[config.mk]
export PLATFORM = sky130hd
export DESIGN_NAME = percpu_irq_ctrl
export DESIGN_NICKNAME = d
export VERILOG_FILES = /design/src/rtl/irqc_pkg.sv /design/src/rtl/irqc_prio_enc.sv /design/src/rtl/irqc_cpu_slice.sv /design/src/rtl/percpu_irq_ctrl.sv
export SDC_FILE = /design/constraint.sdc
export NUM_CORES = 1
export LEC_CHECK = 0
export ABC_CLOCK_PERIOD_IN_PS = 2400
export BUFFER_PORTS_ARGS = -buffer_cell sky130_fd_sc_hd__buf_2
export CAP_MARGIN = 25
export CORE_ASPECT_RATIO = 0.7
export CORE_MARGIN = 8
export CORE_UTILIZATION = 45
export DETAILED_ROUTE_END_ITERATION = 6
export PLACE_DENSITY = 0.84
export SLEW_MARGIN = 15
export SYNTH_ARGS = -nofsm -noshare
export SYNTH_HDL_FRONTEND = slang
export SYNTH_HIERARCHICAL = 1
export SYNTH_SLANG_ARGS = --single-unit
[constraint.sdc]
create_clock -name clk -period 2.4 [get_ports clk]
set_clock_uncertainty 0.1 [all_clocks]
set_input_delay 0.48 -clock clk [delete_from_list [all_inputs] [get_ports clk]]
set_output_delay 0.48 -clock clk [all_outputs]
set_load 0.05 [all_outputs]
[src/rtl/irqc_pkg.sv]
package irqc_pkg;
    localparam int DATA_W     = 32;
    localparam int LVL_N      = 6;
    localparam int CODE_W     = $clog2(LVL_N + 1);
    localparam int EXT_N      = LVL_N - 2;
    localparam int SWI_LVL    = 1;
    localparam int TICK_LVL   = 5;
    localparam int MASK_WR_HI = DATA_W - 1;
    localparam int MASK_RD_LO = 18;
    localparam int CODE_LO    = DATA_W - CODE_W;
    localparam int SLOT_SHIFT = 4;

    localparam logic [1:0] REG_STAT = 2'd0;
    localparam logic [1:0] REG_SWI  = 2'd1;
    localparam logic [1:0] REG_ACK  = 2'd2;

    typedef struct packed {
        logic [LVL_N-1:0]  mask;
        logic              swi;
        logic              tick;
        logic [CODE_W-1:0] level;
        logic              irq;
    } slice_st_t;

    // Place software and timer sources at their levels; externals fill the rest upward.
    function automatic logic [LVL_N-1:0] gather_pending(
        input logic [EXT_N-1:0] ext,
        input logic             swi,
        input logic             tick
    );
        logic [LVL_N-1:0] vec;
        int j;
        vec = '0;
        j = 0;
        for (int i = 0; i < LVL_N; i++) begin
            if (i == SWI_LVL - 1) begin
                vec[i] = swi;
            end else if (i == TICK_LVL - 1) begin
                vec[i] = tick;
            end else begin
                vec[i] = ext[j];
                j++;
            end
        end
        return vec;
    endfunction
endpackage

[src/rtl/irqc_prio_enc.sv]
module irqc_prio_enc #(
    parameter int N = 6,
    parameter int W = $clog2(N + 1)
) (
    input  logic [N-1:0] req,
    output logic [W-1:0] code
);
    // One-based index of the highest set bit, zero when empty.
    always_comb begin
        code = '0;
        for (int i = 0; i < N; i++) begin
            if (req[i]) code = W'(i + 1);
        end
    end
endmodule

[src/rtl/irqc_cpu_slice.sv]
module irqc_cpu_slice
    import irqc_pkg::*;
(
    input  logic              clk,
    input  logic              rst_n,
    input  logic              stat_we,
    input  logic              swi_we,
    input  logic              swi_re,
    input  logic              ack_we,
    input  logic [DATA_W-1:0] wdata,
    input  logic              tick,
    input  logic [EXT_N-1:0]  ext_irq,
    output logic [LVL_N-1:0]  mask_o,
    output logic              swi_o,
    output logic              tick_o,
    output logic [CODE_W-1:0] level_o,
    output logic              irq_o
);
    slice_st_t st_d, st_q;
    logic [LVL_N-1:0]  pend_vec;
    logic [CODE_W-1:0] code_w;
    logic              ones_w;

    assign ones_w   = &wdata;
    assign pend_vec = gather_pending(ext_irq, st_q.swi, st_q.tick);

    irqc_prio_enc #(.N(LVL_N), .W(CODE_W)) u_enc (
        .req  (pend_vec & st_q.mask),
        .code (code_w)
    );

    always_comb begin
        st_d = st_q;
        if (stat_we) st_d.mask = wdata[MASK_WR_HI -: LVL_N];
        // clear first, then set, so a coincident set wins
        if (swi_re)            st_d.swi  = 1'b0;
        if (swi_we && ones_w)  st_d.swi  = 1'b1;
        if (ack_we && ones_w)  st_d.tick = 1'b0;
        if (tick)              st_d.tick = 1'b1;
        st_d.level = code_w;
        st_d.irq   = (code_w != '0);
    end

    always_ff @(posedge clk or negedge rst_n) begin
        if (!rst_n) st_q <= '0;
        else        st_q <= st_d;
    end

    assign mask_o  = st_q.mask;
    assign swi_o   = st_q.swi;
    assign tick_o  = st_q.tick;
    assign level_o = st_q.level;
    assign irq_o   = st_q.irq;
endmodule

[src/rtl/percpu_irq_ctrl.sv]
module percpu_irq_ctrl
    import irqc_pkg::*;
#(
    parameter int NCPU   = 4,
    parameter int ADDR_W = 8,
    parameter logic [ADDR_W-1:0] RESET_ALL_ADDR = 8'h40
) (
    input  logic                   clk,
    input  logic                   rst_n,
    input  logic [ADDR_W-1:0]      bus_addr,
    input  logic                   bus_wr,
    input  logic                   bus_rd,
    input  logic [DATA_W-1:0]      bus_wdata,
    output logic [DATA_W-1:0]      bus_rdata,
    input  logic [EXT_N-1:0]       ext_irq,
    input  logic [NCPU-1:0]        timer_tick,
    output logic [NCPU*CODE_W-1:0] cpu_level,
    output logic [NCPU-1:0]        cpu_irq,
    output logic                   cpu_reset_all
);
    localparam int SLOT_W = ADDR_W - SLOT_SHIFT;

    logic [NCPU*LVL_N-1:0] mask_vec;
    logic [NCPU-1:0]       swi_vec;
    logic [NCPU-1:0]       tick_vec;
    logic [NCPU-1:0]       slot_hit;
    logic [1:0]            reg_sel;
    logic                  rst_all_d, rst_all_q;

    assign reg_sel = bus_addr[3:2];

    for (genvar c = 0; c < NCPU; c++) begin : g_cpu
        assign slot_hit[c] = (bus_addr[ADDR_W-1:SLOT_SHIFT] == SLOT_W'(c)) &&
                             (bus_addr[1:0] == 2'b00);

        irqc_cpu_slice u_slice (
            .clk     (clk),
            .rst_n   (rst_n),
            .stat_we (bus_wr && slot_hit[c] && reg_sel == REG_STAT),
            .swi_we  (bus_wr && slot_hit[c] && reg_sel == REG_SWI),
            .swi_re  (bus_rd && slot_hit[c] && reg_sel == REG_SWI),
            .ack_we  (bus_wr && slot_hit[c] && reg_sel == REG_ACK),
            .wdata   (bus_wdata),
            .tick    (timer_tick[c]),
            .ext_irq (ext_irq),
            .mask_o  (mask_vec[c*LVL_N +: LVL_N]),
            .swi_o   (swi_vec[c]),
            .tick_o  (tick_vec[c]),
            .level_o (cpu_level[c*CODE_W +: CODE_W]),
            .irq_o   (cpu_irq[c])
        );
    end

    always_comb begin
        bus_rdata = '0;
        for (int c = 0; c < NCPU; c++) begin
            if (bus_rd && slot_hit[c] && reg_sel == REG_STAT) begin
                bus_rdata[CODE_LO +: CODE_W]   = cpu_level[c*CODE_W +: CODE_W];
                bus_rdata[MASK_RD_LO +: LVL_N] = mask_vec[c*LVL_N +: LVL_N];
            end
        end
    end

    always_comb begin
        rst_all_d = bus_wr && (bus_addr == RESET_ALL_ADDR);
    end

    always_ff @(posedge clk or negedge rst_n) begin
        if (!rst_n) rst_all_q <= 1'b0;
        else        rst_all_q <= rst_all_d;
    end

    assign cpu_reset_all = rst_all_q;
endmodule

==> metrics.csv, run 1 <==
metric,value,unit
status,"finished, final reports clean",
GR Util All Layers,0.173,
DRC Markers,0,
DR iter-0 viols,126,
WS Path Type,input port to primary output,
worst hold-check path type,input port to asynchronous set/reset pin,
n_diodes,0,
Main synth FF type,dfrtp_1,
Total Routed Length,8250,um
"flops & latches, synth",49,
leakage power,1.68,nW
row cnt,25,
Worst R2R Path Depth,3,
worst vdd ir,0.000225,V
library cells used by synthesis,30,
footprint of the multi-input gates,1640,um^2
worst rel slew slack,0.656,
RSZ-0062 raised after global routing,no,
final setup TNS,0,ns
Syn Std Cell Area,3080,um^2
fin crit share,0.958,
"Async S/R FF share, synth",1.00,
CTS tree,yes,
P_int,1.34,mW
clock-pin slew on the worst setup and hold paths,0.09,ns
sequential power share,0.454,
RR Startpoint,g_cpu[1].u_slice/mask_o[4],
largest net degree at the start of global routing,30,
clock share of power,0.310,
final max-slew violation count,0,
WP data arrival,1.72,ns
Synth Warn #,6,
GPL Wtd Cong,0.918,
Max clock buf depth,2,
synth top area cells,"dfrtp_1 (40%), mux2_2 (8.8%), nand4_1 (5.7%)",
largest area contributor in the netlist,dfrtp_1,
Clk Tree Root Cell,clkbuf_8,
CP startpoint,bus_addr[4],
CTS buffer count,5,
Fin. Hold Viols,0,
first-pass GRT wire length,13400,um
"Worst Setup Slack, final",0.102,ns
DIE HEIGHT,85.2,um
Worst Tran Pin Value,0.516,ns
total die area,9780,um^2
combinational fraction of design power,0.236,
most common cell in the netlist,dfrtp_1,
H-tree Lvls,2,
FF+latch area,1230,um^2
f_max,435,MHz
Crit path required time,1.82,ns
total of max-cap violations,0,
TritonCTS Sinks,49,
pwr dens,545,nW/um^2
Post-Synthesis Cells,274,
# hold bufs at CTS,0,
CP startpoint kind,input port,
Net Sw Power,646,uW
initial antenna violation count,0,
reg2reg end,g_cpu[1].u_slice/irq_o,
Routed wire per std cell,18.2,um
area share of the largest cell type after synthesis,0.399,
via/cell ratio,5.52,
Port Buf Inserts,77,
Die W,115,um
Initial Utilization,0.459,
synth-to-layout area growth,18.5,%
Post-synth EDFFs,0,
Final Non-Filler Cells,453,
gr ovfl total,0,
Sw Share,0.325,
routed vias,2501,
Crit. End Element,primary output,
post-layout min period,2.30,ns
Final HPWL DP,6660,um
Pre-Repair DR Iteration Count,4,
share of layout cells above drive strength 1,0.421,
final setup fails,0,
core region area,6690,um^2
clock latency at the later pin of the worst-skew pair,0.30,ns
I/O pins,101,
"Seq/Total Area, Yosys",0.399,
DP Cell Count,445,
critical path peak fanout,13,
reg2reg setup slack,0.83,ns
vias in the first global route,2706,
nets@finish,410,
post-CTS setup buffer count,0,
syn_area_per_cell,11.2,um^2
Fill cells,590,
synth cell count leaders,"dfrtp_1 (49), nand4_1 (28), and2_1 (24), mux2_2 (24), buf_4 (23)",
Hold WS,0.0378,ns
pre-CTS WS,-0.0321,ns
Antenna Violating Nets Remaining,0,
==> cells by family after synthesis <==
family	count (synthesis)	share of synthesized area
and+or+nand+nor	125	0.295
buffers and inverters	50	0.0956
DFF	49	0.399
muxes	33	0.156
AOI/OAI and AO/OA	16	0.0537
other	1	0.00122
==> how the worst max path moves through the flow <==
stage | end | cells past startpoint | slack (ns)
4_1_cts | bus_rdata[19] | 4 | 0.1
2_1_floorplan | bus_rdata[18] | 2 | 0.18
6_report | bus_rdata[19] | 4 | 0.10
3_3_place_gp | bus_rdata[19] | 4 | -0.007
5_1_grt | bus_rdata[19] | 4 | 0.05
3_5_place_dp | bus_rdata[19] | 4 | -0.03
==> sequential cells by signal (all words and copies together), names as in the netlist <==
| register | cells |
|---|---|
| g_cpu.u_slice/irq_o | 4 |
| g_cpu.u_slice/level_o | 12 |
| g_cpu.u_slice/swi_o | 4 |
| cpu_reset_all | 1 |
| g_cpu.u_slice/tick_o | 4 |
| g_cpu.u_slice/mask_o | 24 |
==> layer usage <==
layer | GRT usage | wire, um | vias to the layer above
li1 | - | - | 1174
met1 | 0.214 | 3510 | 1220
met2 | 0.279 | 3900 | 95
met3 | 0.0517 | 708 | 12
met4 | 0.0594 | 130 | 0
met5 | 0 | 0 | -
==> critical path, stage by stage <==
cell and delay [ns]:
buf_4 0.22, mux4_1 0.56, and4_1 0.23, buf_2 0.21
==> layout by cell type (no fill, tap or decap), drive strengths merged <==
cell / count
o31ai: 4
nand2b: 8
a221oi: 4
a32o: 4
a41oi: 4
mux2: 24
or2: 2
nand4: 32
nand2: 1
bufinv: 1
and2: 24
conb: 23
mux4: 9
inv: 18
buf: 87
clkinvlp: 1
nor4: 26
nor2: 13
or4: 1
dfrtp: 49
or3: 8
and4: 9
clkbuf: 6
or4b: 1
==> power by group through the flow <==
stage	Combinational, mW	Sequential [mW]	Clock, mW
2_1_floorplan	0.229	1.02	0
3_3_place_gp	0.454	0.916	0
4_1_cts	0.468	0.901	0.627
3_5_place_dp	0.466	0.917	0
6_report	0.469	0.902	0.617
5_1_grt	0.498	0.908	0.664
==> through the flow <==
stage                      util  power [mW]  instance area (um^2)
after floorplan               -        1.25                  3160
after global placement    0.526        1.37                  3520
after detailed placement  0.526        1.38                  3520
after CTS                 0.544        2.00                  3640
after global routing      0.544        2.07                  3640
final                     0.544        1.99                  3640
==> layout make-up <==
class | count | area share
repair buffers | 87 | 0.130
clock inverters | 2 | 0.0103
well taps | 94 | 0.0323
inverters | 18 | 0.0185
flip-flops and latches | 49 | 0.336
clock buffers | 6 | 0.0227
multi-input cells | 197 | 0.449
==> what timing repair did <==
| action | in CTS | in global routing |
|---|---|---|
| resized for setup | 1 | 0 |
| hold endpoints to repair | 0 | 0 |
| setup endpoints to repair | 2 | 0 |
No activity file was read; power rests on OpenSTA's default activity.
==> run 2: changes to the inputs <==
--- a/config.mk
+++ b/config.mk
@@ -12,9 +12,8 @@
 export CORE_MARGIN = 8
 export CORE_UTILIZATION = 45
 export DETAILED_ROUTE_END_ITERATION = 6
-export PLACE_DENSITY = 0.84
+export PLACE_DENSITY = 0.87
 export SLEW_MARGIN = 15
 export SYNTH_ARGS = -nofsm -noshare
 export SYNTH_HDL_FRONTEND = slang
-export SYNTH_HIERARCHICAL = 1
 export SYNTH_SLANG_ARGS = --single-unit
==> run 2 against run 1 <==
Compared with the run above: non-clock buffer count decreased by 1; critical path depth increased by 3; critical path type unchanged; register-to-register slack improved by 0.05 ns; core utilization increased by 0.86 points; cell count decreased by 10%; global-route usage decreased by 0.46 points.
==> metrics.csv, run 2 <==
metric,value,unit,change
status,"finished, final reports clean",,
leakage power,1.61,nW,-4.2%
vias in the first global route,2246,,-17%
GPL Wtd Cong,0.873,,-4.9%
DIE HEIGHT,79.8,um,-6.3%
most common library cell in the layout ignoring fill and taps,buf_2,,
reg2reg setup slack,0.88,ns,+0.05 ns
syn_area_per_cell,10.4,um^2,-7.1%
Max clock buf depth,2,,unchanged
post-synthesis simple-gate area fraction,0.156,,-0.139
I/O pins,101,,unchanged
CTS buffer count,5,,unchanged
Levels on crit path,7,,+3
area share of the largest cell type after synthesis,0.468,,+0.0698
clock-pin slew on the worst setup and hold paths,0.09,ns,about the same
# hold bufs at CTS,0,,unchanged
Total Routed Length,7200,um,-13%
routed vias,2183,,-13%
first-pass GRT wire length,11300,um,-16%
H-tree Lvls,2,,unchanged
cell mode on critical path,buf_2,,
initial antenna violation count,0,,unchanged
P_int,1.28,mW,-4.4%
reg2reg end,g_cpu[3].u_slice.irq_o,,
Fill cells,503,,-15%
Clk Tree Root Cell,clkbuf_8,,
Post-Synthesis Cells,251,,-8.4%
largest area contributor in the netlist,dfrtp_1,,
multiplexer share of the synthesized area,0.141,,-0.0157
Antenna Violating Nets Remaining,0,,unchanged
RSZ-0062 raised after global routing,no,,
Crit path largest cell delay,0.25,ns,-0.31 ns
"Async S/R FF share, synth",1.00,,unchanged
Pre-Repair DR Iteration Count,4,,unchanged
Sw Share,0.317,,-0.00800
Port Buf Inserts,77,,unchanged
library cells used by synthesis,35,,+17%
WP data arrival,1.74,ns,+0.02 ns
Buf/Inv on CP,3,,+1
WS Path Type,input port to primary output,,
final max-slew violation count,0,,unchanged
worst hold-check path type,input port to asynchronous set/reset pin,,
Routed wire per std cell,17.7,um,-2.6%
Adder-Cell Fraction of Synth Area,0,,unchanged
sequential power share,0.480,,+0.026
CP startpoint kind,input port,,
Post-synth EDFFs,0,,unchanged
row cnt,23,,-8.0%
final core utilization,0.553,,+0.00859
worst vdd ir,0.000207,V,-7.9%
n_diodes,0,,unchanged
Die W,107,um,-6.7%
post-synthesis xor/xnor area fraction,0,,unchanged
nets@finish,383,,-6.6%
synth top area cells,"dfrtp_1 (47%), mux2_2 (9.5%), buf_4 (7.7%)",,
Compound-Gate Fraction of Synth Area,0.134,,+0.0806
Initial Utilization,0.462,,+0.00227
DRC Markers,0,,unchanged
Final HPWL DP,5720,um,-14%
Worst Tran Pin Value,0.668,ns,+0.152 ns
Syn Std Cell Area,2620,um^2,-15%
share of layout cells above drive strength 1,0.372,,-0.0490
CP max stage cell,buf_2,,
core region area,5670,um^2,-15%
post-layout min period,2.32,ns,+0.0198 ns
most common cell in the netlist,dfrtp_1,,
GR Util All Layers,0.168,,-0.00455
final setup fails,0,,unchanged
"flops & latches, synth",49,,unchanged
DR iter-0 viols,112,,-11%
Crit path required time,1.82,ns,about the same
combinational fraction of design power,0.218,,-0.018
gr ovfl total,0,,unchanged
TritonCTS Sinks,49,,unchanged
worst rel slew slack,0.555,,-0.101
"Seq/Total Area, Yosys",0.468,,+0.0698
Net Sw Power,596,uW,-7.8%
Worst R2R Path Depth,4,,+1
pwr dens,599,nW/um^2,+9.8%
clock share of power,0.301,,-0.009
synth cell count leaders,"dfrtp_1 (49), buf_4 (27), nand2_1 (23), mux2_2 (22), nor2_1 (15)",,
Setup crit end,bus_rdata[19],,
RR Startpoint,g_cpu[3].u_slice.mask_o[1],,
total die area,8550,um^2,-13%
max reg flops,24,,unchanged
Synth Warn #,0,,-6
main combinational cell family by area after synthesis,simple AND/OR/NAND/NOR gates,,
Fin. Hold Viols,0,,unchanged
CTS tree,yes,,
worst path cell trace,"buf_2, nor3_4, nand4b_1, buf_4, o22ai_1, o21a_1, buf_2",,
Main synth FF type,dfrtp_1,,
f_max,431,MHz,-0.85%
clock latency at the later pin of the worst-skew pair,0.30,ns,about the same
Final Non-Filler Cells,406,,-10%
Crit. End Element,primary output,,
CP startpoint,bus_addr[6],,
final setup TNS,0,ns,unchanged
DP Cell Count,399,,-10%
largest net degree at the start of global routing,31,,+3.3%
critical path peak fanout,9,,-4
Hold WS,0.107,ns,+0.0691 ns
"Largest delay share family, worst path",buffers and inverters,,
fin crit share,0.966,,+0.00825
"commonest non-fill, non-tap cells in the layout","buf_2 (72), dfrtp_1 (49), nand2_1 (23), conb_1 (23), mux2_2 (22)",,
total of max-cap violations,0,,unchanged
via/cell ratio,5.38,,-2.6%
synth-to-layout area growth,19.8,%,
[run 2: cell types whose count changed after synthesis, moves of 11 or more]
cell and change:
a21oi_1 +11, and2_1 -23, inv_1 -15, nand2_1 +22, nand4_1 -18, nor4_2 -14
[run 2: worst min-delay path by stage]
stage          slack, ns  depth (start not counted)                       start                           to
2_1_floorplan       0.08                          0                       rst_n                cpu_reset_all
3_3_place_gp        0.41                          1  g_cpu[3].u_slice.mask_o[5]  g_cpu[3].u_slice.level_o[0]
3_5_place_dp        0.41                          1  g_cpu[3].u_slice.mask_o[5]  g_cpu[3].u_slice.level_o[0]
4_1_cts             0.13                          1                       rst_n   g_cpu[0].u_slice.mask_o[5]
5_1_grt             0.15                          1                       rst_n   g_cpu[1].u_slice.mask_o[2]
6_report            0.11                          1                       rst_n   g_cpu[1].u_slice.mask_o[2]
[run 2: cell families after synthesis]
group,Yosys count
buffers and inverters,38
DFF,49
and+or+nand+nor,77
muxes,33
other,1
AOI/OAI and AO/OA,53
[run 2: what timing repair did]
item,in CTS,in global routing
gates resized for setup,0,7
setup endpoints to repair,0,9
endpoints found under the hold margin,0,0
buffers inserted,0,0
[run 2: cell type report]
class                      instances  area, um^2  area share
inverter                           3        11.3     0.00359
multi-input combinational        186        1220       0.390
clock buffer                       5        68.8      0.0219
clock inverter                     2        35.0      0.0112
timing repair buffer              86         478       0.152
sequential                        49        1230       0.391
tap                               75        93.8      0.0299
[run 2: metrics by stage]
| step | power [mW] | area [um^2] | setup slack, ns |
|---|---|---|---|
| 2_1_floorplan | 1.23 | 2700 | 0.161 |
| 3_3_place_gp | 1.31 | 3010 | 0.0564 |
| 3_5_place_dp | 1.32 | 3010 | 0.0393 |
| 4_1_cts | 1.88 | 3110 | 0.0262 |
| 5_1_grt | 1.95 | 3140 | 0.00771 |
| 6_report | 1.88 | 3140 | 0.0822 |
[run 2: routing by layer]
layer,track usage,wire length [um]
met1,0.209,3170
met2,0.264,3340
met3,0.0734,634
met4,0.0378,59
met5,0,0
[run 2: power groups by stage]
stage | Sequential (mW) | Clock (mW) | Combinational (mW)
final | 0.902 | 0.566 | 0.410
after detailed placement | 0.917 | 0 | 0.406
after global routing | 0.908 | 0.607 | 0.435
after floorplan | 0.969 | 0 | 0.262
after CTS | 0.901 | 0.572 | 0.407
after global placement | 0.915 | 0 | 0.398
==> run 3: changes to the inputs <==
--- a/config.mk
+++ b/config.mk
@@ -6,7 +6,7 @@
 export NUM_CORES = 1
 export LEC_CHECK = 0
 export ABC_CLOCK_PERIOD_IN_PS = 2400
-export BUFFER_PORTS_ARGS = -buffer_cell sky130_fd_sc_hd__buf_2
+export BUFFER_PORTS_ARGS = -buffer_cell sky130_fd_sc_hd__buf_4
 export CAP_MARGIN = 25
 export CORE_ASPECT_RATIO = 0.7
 export CORE_MARGIN = 8
==> run 3 against run 2 <==
Compared with the run above: maximum frequency is 1.4% lower; clock-buffer cell count did not move; total power is 9.4% higher; first-iteration DRC count is 33% higher; largest power group unchanged.
==> metrics.csv, run 3 (same netlist as run 2, synthesis figures left out) <==
metric,value,unit,change
WS Path Type,input port to primary output,,
Pre-Repair DR Iteration Count,4,,unchanged
CTS tree,yes,,
largest net degree at the start of global routing,50,,+61%
Hold WS,0.0644,ns,-0.0425 ns
DR iter-0 viols,149,,+33%
initial antenna violation count,0,,unchanged
vias in the first global route,2183,,-2.8%
CP startpoint kind,input port,,
gr ovfl total,0,,unchanged
worst vdd ir,0.000236,V,+14%
max reg flops,24,,unchanged
highest metal layer with signal wires,met4,,
clock share of power,0.345,,+0.044
Final HPWL DP,5570,um,-2.6%
combinational fraction of design power,0.216,,-0.002
pwr dens,617,nW/um^2,+3.1%
Sw Share,0.302,,-0.0155
synth-to-layout area growth,27.2,%,
Worst R2R Path Depth,4,,unchanged
total die area,8550,um^2,unchanged
WL met3,760,um,+20%
via/cell ratio,5.43,,+1.0%
final setup fails,0,,unchanged
first-pass GRT wire length,11000,um,-2.7%
Net Sw Power,620,uW,+4.1%
routed vias,2189,,+0.27%
fin crit share,0.979,,+0.0137
status,"finished, final reports clean",,
leakage power,1.65,nW,+2.8%
Antenna Violating Nets Remaining,0,,unchanged
post-layout min period,2.35,ns,+0.0330 ns
Worst Tran Pin Value,0.596,ns,-0.0716 ns
H-tree Lvls,2,,unchanged
WP data arrival,1.77,ns,+0.03 ns
nets@finish,379,,-1.0%
wire length on met2,3230,um,-3.2%
worst rel slew slack,0.602,,+0.0478
Initial Utilization,0.462,,unchanged
Routed wire per std cell,17.5,um,-1.2%
"commonest non-fill, non-tap cells in the layout","buf_4 (79), dfrtp_1 (49), nand2_1 (23), conb_1 (23), mux2_2 (22)",,
share of layout cells above drive strength 1,0.369,,-0.00270
worst hold-check path type,input port to asynchronous set/reset pin,,
CTS buffer count,5,,unchanged
Max clock buf depth,2,,unchanged
n_diodes,0,,unchanged
Crit. End Element,primary output,,
P_int,1.43,mW,+12%
final max-slew violation count,0,,unchanged
f_max,425,MHz,-1.4%
TritonCTS Sinks,49,,unchanged
Port Buf Inserts,77,,unchanged
most common library cell in the layout ignoring fill and taps,buf_4,,
GPL Wtd Cong,0.869,,-0.44%
critical path peak fanout,9,,unchanged
Crit path required time,1.82,ns,about the same
row cnt,23,,unchanged
total of max-cap violations,0,,unchanged
GR Util All Layers,0.165,,-0.00325
core region area,5670,um^2,unchanged
Die W,107,um,unchanged
clock latency at the later pin of the worst-skew pair,0.31,ns,about the same
DRC Markers,0,,unchanged
I/O pins,101,,unchanged
clock-pin slew on the worst setup and hold paths,0.09,ns,about the same
Total Routed Length,7060,um,-1.9%
reg2reg setup slack,0.92,ns,+0.04 ns
sequential power share,0.440,,-0.040
final setup TNS,0,ns,unchanged
Fin. Hold Viols,0,,unchanged
DRT met1 WL,3020,um,-4.8%
Clk Tree Root Cell,clkbuf_8,,
DIE HEIGHT,79.8,um,unchanged
run 3: cell types whose count changed in the layout (fill, tap and decap cells not counted), moves of 2 or more:
| cell | previous run | this run |
|---|---|---|
| buf_2 | 72 | 0 |
| clkbuf_4 | 5 | 0 |
| buf_6 | 0 | 2 |
| buf_4 | 8 | 79 |
run 3: final timing paths:
path | start | endpoint
worst max-delay path | bus_addr[2] | bus_rdata[19]
worst min-delay path | rst_n | g_cpu[3].u_slice.mask_o[0]
worst max register to register | g_cpu[3].u_slice.mask_o[1] | g_cpu[3].u_slice.irq_o
worst min register to register | g_cpu[1].u_slice.tick_o | g_cpu[1].u_slice.tick_o
max in group asynchronous | rst_n | g_cpu[0].u_slice.mask_o[4]
min in group clk | bus_addr[7] | cpu_reset_all
run 3: what timing repair did:
item	in CTS	in global routing
setup buffers	0	1
endpoints found under the setup margin	2	9
gates resized for setup	1	4
hold buffers	0	0
pin swaps	0	1
run 3: critical path: stages:
cell      delay, ns
buf_4          0.13
nor3_4         0.26
nand4b_1       0.15
buf_4          0.20
o22ai_1        0.21
o21a_1         0.15
buf_4          0.19
run 3: cell type report:
type                            instances  area [um^2]
Fill cell                             467         2340
Sequential cell                        49         1230
Multi-Input combinational cell        186         1220
Timing Repair Buffer                   82          636
Tap cell                               75         93.8
Clock buffer                            5         68.8
Clock inverter                          3         68.8
Inverter                                3         11.3
run 3: power groups by stage:
stage	sequential, mW	clock, mW	combinational, mW
3_3_place_gp	0.917	0	0.433
4_1_cts	0.902	0.711	0.441
2_1_floorplan	0.969	0	0.262
6_report	0.903	0.708	0.443
3_5_place_dp	0.919	0	0.439
5_1_grt	0.908	0.742	0.470
run 3: routing by layer:
| metal | global-route usage | up-vias |
|---|---|---|
| met5 | 0 | - |
| met1 | 0.218 | 1049 |
| met4 | 0.0364 | 0 |
| met3 | 0.0556 | 7 |
| met2 | 0.255 | 117 |
| li1 | - | 1016 |
run 3: through the flow:
step | power [mW] | cells | worst slack [ns] | utilization | area, um^2
after floorplan | 1.23 | 273 | 0.161 | - | 2700
after global placement | 1.35 | 394 | 0.0904 | 0.558 | 3170
after detailed placement | 1.36 | 394 | -0.0102 | 0.558 | 3170
after CTS | 2.05 | 402 | 0.0457 | 0.584 | 3310
after global routing | 2.12 | 403 | -0.00232 | 0.587 | 3330
final | 2.05 | 403 | 0.0492 | 0.587 | 3330
